$ cat config.mk
export PLATFORM = sky130hd
export DESIGN_NAME = tc_anc_packer
export DESIGN_NICKNAME = d
export VERILOG_FILES = /design/src/rtl/tcpkt_pkg.sv /design/src/rtl/tc_snapshot.sv /design/src/rtl/tc_checksum.sv /design/src/rtl/tc_word_sel.sv /design/src/rtl/tc_anc_packer.sv
export SDC_FILE = /design/constraint.sdc
export NUM_CORES = 1
export LEC_CHECK = 0
export ABC_AREA = 1
export BUFFER_PORTS_ARGS = -buffer_cell sky130_fd_sc_hd__buf_2
export CAP_MARGIN = 30
export CELL_PAD_IN_SITES_DETAIL_PLACEMENT = 0
export CELL_PAD_IN_SITES_GLOBAL_PLACEMENT = 1
export CORE_MARGIN = 1
export CORE_UTILIZATION = 49
export DETAILED_ROUTE_END_ITERATION = 10
export PLACE_DENSITY = 0.88
export SLEW_MARGIN = 20
export SYNTH_ARGS = -nofsm -noshare
export SYNTH_HDL_FRONTEND = slang
export SYNTH_HIERARCHICAL = 1
export SYNTH_SLANG_ARGS = --single-unit
$ cat constraint.sdc
create_clock -name clk -period 10.8 [get_ports clk]
set_input_delay 1.08 -clock clk [delete_from_list [all_inputs] [get_ports clk]]
set_output_delay 1.08 -clock clk [all_outputs]
set_load 0.05 [all_outputs]
$ cat src/rtl/tcpkt_pkg.sv
package tcpkt_pkg;

    localparam int DATA_W    = 8;
    localparam int FLAG_LEN  = 3;
    localparam int HDR_WORDS = 6;   // flag + two identifiers + count
    localparam int DIGITS    = 8;

    localparam logic [DATA_W-1:0] FLAG_W0  = 8'h00;
    localparam logic [DATA_W-1:0] FLAG_W12 = 8'hFF;
    localparam logic [DATA_W-1:0] ID_PRI   = 8'h60;
    localparam logic [DATA_W-1:0] ID_SEC   = 8'h60;

    // Snapshot of the timecode in BCD digits.
    typedef struct packed {
        logic [3:0] fr_u;
        logic [1:0] fr_t;
        logic [3:0] sc_u;
        logic [2:0] sc_t;
        logic [3:0] mn_u;
        logic [2:0] mn_t;
        logic [3:0] hr_u;
        logic [1:0] hr_t;
    } tc_digits_t;

    typedef enum logic {
        SNAP_EMPTY = 1'b0,
        SNAP_HELD  = 1'b1
    } snap_state_t;

    typedef enum logic [2:0] {
        RG_FLAG,
        RG_HDR,
        RG_USER,
        RG_SUM,
        RG_NONE
    } word_region_t;

endpackage

$ cat src/rtl/tc_snapshot.sv
module tc_snapshot
    import tcpkt_pkg::*;
(
    input  logic       clk,
    input  logic       rst_n,
    input  logic       capture_i,
    input  tc_digits_t live_i,
    output tc_digits_t held_o
);

    snap_state_t state_q;
    snap_state_t state_d;
    tc_digits_t  store_q;

    // Next-state logic: capture / recapture / hold.
    always_comb begin
        state_d = state_q;
        unique case (state_q)
            SNAP_EMPTY: if (capture_i) state_d = SNAP_HELD;
            SNAP_HELD:  state_d = SNAP_HELD;
            default:    state_d = SNAP_EMPTY;
        endcase
    end

    // State register.
    always_ff @(posedge clk) begin
        if (!rst_n) state_q <= SNAP_EMPTY;
        else        state_q <= state_d;
    end

    // Digit store, loaded only on the strobe.
    always_ff @(posedge clk) begin
        if (!rst_n)         store_q <= '0;
        else if (capture_i) store_q <= live_i;
    end

    // Output process: nothing is presented until a snapshot exists.
    always_comb begin
        unique case (state_q)
            SNAP_HELD: held_o = store_q;
            default:   held_o = '0;
        endcase
    end

endmodule

$ cat src/rtl/tc_checksum.sv
module tc_checksum #(
    parameter int N_WORDS = 19,
    parameter int W       = 8
) (
    input  logic [N_WORDS*W-1:0] words_i,
    output logic [W-1:0]         sum_o
);

    always_comb begin
        logic [W-1:0] acc;
        acc = '0;
        for (int i = 0; i < N_WORDS; i++) begin
            acc = acc + words_i[i*W +: W];
        end
        sum_o = acc;
    end

endmodule

$ cat src/rtl/tc_word_sel.sv
module tc_word_sel
    import tcpkt_pkg::*;
#(
    parameter int USER_WORDS = 16,
    parameter int IDX_W      = 5
) (
    input  logic [IDX_W-1:0]             idx_i,
    input  logic [DATA_W-1:0]            count_i,
    input  logic [USER_WORDS*DATA_W-1:0] user_i,
    input  logic [DATA_W-1:0]            sum_i,
    output logic [DATA_W-1:0]            word_o
);

    localparam int SUM_IDX = HDR_WORDS + USER_WORDS;

    word_region_t     region;
    logic [IDX_W-1:0] user_off;

    always_comb begin
        if (idx_i < IDX_W'(FLAG_LEN))       region = RG_FLAG;
        else if (idx_i < IDX_W'(HDR_WORDS)) region = RG_HDR;
        else if (idx_i < IDX_W'(SUM_IDX))   region = RG_USER;
        else if (idx_i == IDX_W'(SUM_IDX))  region = RG_SUM;
        else                                region = RG_NONE;
    end

    assign user_off = idx_i - IDX_W'(HDR_WORDS);

    always_comb begin
        word_o = '0;
        unique case (region)
            RG_FLAG: word_o = (idx_i == '0) ? FLAG_W0 : FLAG_W12;
            RG_HDR: begin
                if (idx_i == IDX_W'(FLAG_LEN))          word_o = ID_PRI;
                else if (idx_i == IDX_W'(FLAG_LEN + 1)) word_o = ID_SEC;
                else                                    word_o = count_i;
            end
            RG_USER: begin
                for (int k = 0; k < USER_WORDS; k++) begin
                    if (user_off == IDX_W'(k)) word_o = user_i[k*DATA_W +: DATA_W];
                end
            end
            RG_SUM:  word_o = sum_i;
            RG_NONE: word_o = '0;
            default: word_o = '0;
        endcase
    end

endmodule

$ cat src/rtl/tc_anc_packer.sv
module tc_anc_packer
    import tcpkt_pkg::*;
#(
    parameter int USER_WORDS = 16,
    parameter int IDX_W      = 5
) (
    input  logic             clk,
    input  logic             rst_n,
    input  logic             capture_i,
    input  logic [3:0]       fr_units_i,
    input  logic [1:0]       fr_tens_i,
    input  logic [3:0]       sec_units_i,
    input  logic [2:0]       sec_tens_i,
    input  logic [3:0]       min_units_i,
    input  logic [2:0]       min_tens_i,
    input  logic [3:0]       hr_units_i,
    input  logic [1:0]       hr_tens_i,
    input  logic [IDX_W-1:0] word_idx_i,
    output logic [7:0]       word_o
);

    localparam int SUM_WORDS = 3 + USER_WORDS;   // identifiers, count, user data
    localparam logic [DATA_W-1:0] COUNT_WORD = DATA_W'(USER_WORDS);

    tc_digits_t live;
    tc_digits_t held;

    assign live = '{fr_u: fr_units_i,  fr_t: fr_tens_i,
                    sc_u: sec_units_i, sc_t: sec_tens_i,
                    mn_u: min_units_i, mn_t: min_tens_i,
                    hr_u: hr_units_i,  hr_t: hr_tens_i};

    tc_snapshot u_snap (
        .clk       (clk),
        .rst_n     (rst_n),
        .capture_i (capture_i),
        .live_i    (live),
        .held_o    (held)
    );

    // Digit words in transmit order, upper bits zero.
    logic [DATA_W-1:0] digit_word [DIGITS];
    always_comb begin
        digit_word[0] = DATA_W'(held.fr_u);
        digit_word[1] = DATA_W'(held.fr_t);
        digit_word[2] = DATA_W'(held.sc_u);
        digit_word[3] = DATA_W'(held.sc_t);
        digit_word[4] = DATA_W'(held.mn_u);
        digit_word[5] = DATA_W'(held.mn_t);
        digit_word[6] = DATA_W'(held.hr_u);
        digit_word[7] = DATA_W'(held.hr_t);
    end

    logic [USER_WORDS*DATA_W-1:0] user_flat;
    for (genvar g = 0; g < USER_WORDS; g++) begin : g_user
        if (g < DIGITS) begin : g_digit
            assign user_flat[g*DATA_W +: DATA_W] = digit_word[g];
        end else begin : g_pad
            assign user_flat[g*DATA_W +: DATA_W] = '0;
        end
    end

    logic [DATA_W-1:0] csum;
    tc_checksum #(.N_WORDS(SUM_WORDS), .W(DATA_W)) u_sum (
        .words_i ({user_flat, COUNT_WORD, ID_SEC, ID_PRI}),
        .sum_o   (csum)
    );

    tc_word_sel #(.USER_WORDS(USER_WORDS), .IDX_W(IDX_W)) u_sel (
        .idx_i   (word_idx_i),
        .count_i (COUNT_WORD),
        .user_i  (user_flat),
        .sum_i   (csum),
        .word_o  (word_o)
    );

endmodule

==> key figures <==
Setup path
  • Setup crit start: u_snap/state_q
  • Arr. time, crit path: 6190 ps
  • CP endpoint: word_o[7]
  • Worst-path maximum fanout: 27
  • Worst flop-to-flop path startpoint: u_snap/state_q
  • Crit-path slowest cell: dfxtp_1
  • CP endpoint kind: primary output
  • Type of the worst setup path: reg2out
  • RR Endpoint: u_snap/state_q
  • Worst path max stage delay: 840 ps
  • Critical Path RT: approximately 9700 ps
  • Worst R2R Path Depth: 1
  • R2r setup slk: 9730 ps
  • Crit-path cells: nand2_1 -> inv_1 -> inv_1 -> fa_1 -> inv_1 -> fa_1 -> fa_1 -> fa_1 -> fa_1 -> inv_1 -> fa_1 -> inv_1 -> ha_1 -> a21oi_1 -> nand2_1 -> a21oi_1 -> o21bai_2 -> xnor2_2 -> nand2_1 -> nand2_1 -> inv_1 -> a311oi_1 -> nand2_1 -> buf_2
  • Crit start category: register

Timing
  • Final worst setup slack: 3530 ps
  • Final setup viols: 0
  • Slew of the pin with the lowest slew margin: 837 ps
  • Relative slew slack: 44.2%
  • Crit share post-route: 67.3%
  • Fin. max-slew vios: 0
  • Fin crit period: 7270 ps
  • RSZ-0062 raised after global routing: false
  • Fmax: 138 MHz
  • Setup Skew: 0 ps
  • Final Hold Violating Endpoints: 0
  • Setup Total Neg Slack: 0 ps

Clock network
  • Reg clk slew, reported paths: 70 ps
  • H-Tree Depth: 1
  • CTS max path bufs: 2
  • Number of buffers created by CTS: 3
  • Root buf cell: clkbuf_16
  • Postcts setup bufs: 0
  • Post_cts resized: 0
  • Hold-fix buffers at CTS: 0
  • CTS tree: done
  • Clock sinks: 27
  • Clk Latency, worst-skew pair: 260 ps

Yosys
  • Ys Warns: 6
  • Post-synth EDFFs: 0
  • Post-synthesis sequential area ratio: between 8 and 9%
  • Avg Cell Area, Syn: 6.45 um^2
  • Synth Flop Type: dfxtp_1
  • Synthesized area: around 0.0065 mm^2
  • Cell taking the most area after synthesis: fa_1
  • Synth area leaders: fa_1 (32%), inv_1 (17%), nand2_1 (15%), dfxtp_1 (8.3%), nor2_1 (7.6%)
  • Ys async rst share: 0%
  • Synth Register Bits: 27
  • Cells after Synth: 1008
  • Post-synth top area share: 32.3%
  • Library cells used by synthesis: 33

Placement
  • Placed instance area: about 0.0077 mm^2
  • Pre-CTS setup slack: 3770 ps
  • DP HPWL: 11500 um
  • GP Congestion: around 0.8
  • Port Buffers: 41

Final layout
  • Area of the multi-input gates: 0.00562 mm^2
  • Number of antenna diodes: 0
  • Leading cell type in the layout, fill and taps excluded: inv_1
  • Fill count: about 1.3k
  • Nets: 1446
  • Storage element area: 541 um^2
  • Final Util: 61.1%
  • Post-route cell area: 0.00780 mm^2
  • Share of cells above drive strength 1: 4.97%
  • Most frequent cells in the layout: inv_1 (298), nand2_1 (266), conb_1 (255), nor2_1 (132), fa_1 (105)
  • Synth-to-Final Area Change: 19.9%

Die
  • FP Rows: 41
  • Core area: approximately 0.013 mm^2
  • Die area: roughly 0.014 mm^2
  • Die width: 117 um
  • Initial core utilization: between 50% and 60%
  • DIE HEIGHT: 117 um
  • # IOs: 42

Drt
  • Routed vias/inst: slightly below 4
  • Final wirelength: 12800 um
  • DRC errors left: 0
  • Drt wl/cell: between 8 and 9 um
  • Vias: 5711
  • Iter 0 DRT Violations: 179
  • TritonRoute pass-1 iters: 4
  • Post-DRT Antenna Nets: 0

Power
  • Leak pwr: about 4.5 nW
  • Maximum VDD drop: 208 uV
  • P_sw: approximately 930 uW
  • Switching share of power: 53.7%
  • Reg power frac: 6.5%
  • PwrDens: 221 mW/mm^2
  • Internal power: 799 uW
  • Clk pwr share: under 10%
  • Comb pwr share: 88.6%
  • Power, Total: 1.73 mW

Global routing
  • Largest net degree at the start of global routing: 54
  • Tot GR Track Use: 21.3%
  • Initial antenna violation count: 0
  • Global-route wire length before repair: 23100 um
  • Grt ovf: 0
  • Vias in the first global route: around 5.4k

Hold path
  • HP Class: reg2reg

Run status
  • Status: finished clean

Run
  • Max-cap viol count: 0
area by class of cell:
cell class / instances / share of cell area [%]
Multi-Input combinational cell: 915 / 72.1
Inverter: 301 / 14.5
Sequential cell: 27 / 6.93
Tap cell: 172 / 2.76
Timing Repair Buffer: 42 / 2.73
Clock buffer: 3 / 0.963
Clock inverter: 1 / 0.0642
stage by stage:
| stage | std cells | hold slack, ps |
|---|---|---|
| global route | 1461 | 507 |
| detailed placement | 1456 | 465 |
| finish | 1461 | 472 |
| floorplan | 1261 | 449 |
| global placement | 1456 | 463 |
| CTS | 1460 | 474 |
critical path: cells and delay by family (launching register included):
family                   cells  cell delay [ps]
adder cells (fa/ha/maj)      7             3330
flip-flops                   1              840
AO/OA/AOI/OAI                4              620
buffers and inverters        7              540
AND/OR/NAND/NOR              5              400
XOR/XNOR                     1              170
power by group through the flow:
stage          sequential (mW)  clock [mW]  combinational [mW]
3_3_place_gp             0.115           0                1.47
2_1_floorplan            0.111           0                1.23
5_1_grt                  0.114      0.0894                1.77
6_report                 0.113      0.0841                1.53
4_1_cts                  0.113      0.0852                1.50
3_5_place_dp             0.115           0                1.50
Yosys cell counts, types with 7 or more instances:
| cell type | count |
|---|---|
| inv_1 | 298 |
| nand2_1 | 266 |
| nor2_1 | 132 |
| fa_1 | 105 |
| nand3_1 | 51 |
| dfxtp_1 | 27 |
| nand4_1 | 27 |
| ha_1 | 17 |
| a21oi_1 | 15 |
| nor3_1 | 9 |
| a311oi_1 | 8 |
| nor2_2 | 7 |
kinds of logic after synthesis:
logic type      count (synthesis)  synth area share [%]
compound gates                 28                  2.81
xor+xnor                       10                  1.46
fa+ha+maj                     122                  35.6
buf+inv                       319                  19.9
flops                          27                  8.31
other cells                     2                 0.115
simple gates                  500                  31.8
worst min path at each step:
| stage | start | to | slack [ps] | depth (start not counted) |
|---|---|---|---|---|
| 3_5_place_dp | u_snap/store_q[6] | u_snap/store_q[6] | 470 | 2 |
| 4_1_cts | u_snap/store_q[6] | u_snap/store_q[6] | 470 | 2 |
| 5_1_grt | u_snap/store_q[20] | u_snap/store_q[20] | 510 | 2 |
| 2_1_floorplan | u_snap/store_q[0] | u_snap/store_q[0] | 450 | 2 |
| 3_3_place_gp | u_snap/store_q[1] | u_snap/store_q[1] | 460 | 2 |
| 6_report | u_snap/store_q[6] | u_snap/store_q[6] | 470 | 2 |
routing by layer:
layer | routed length [um] | share of wire, % | GRT usage, %
met5 | 0 | 0 | 0
met1 | 5870 | 46 | 26.3
met4 | 24 | 0.19 | 1.10
met2 | 6700 | 52 | 42.1
met3 | 238 | 1.9 | 1.44
flip-flops by register name, summed over array words and instances, names as in the netlist:
signal / flops
u_snap/store_q: 26
u_snap/state_q: 1
Note: power is estimated with default switching activity, not from simulation.
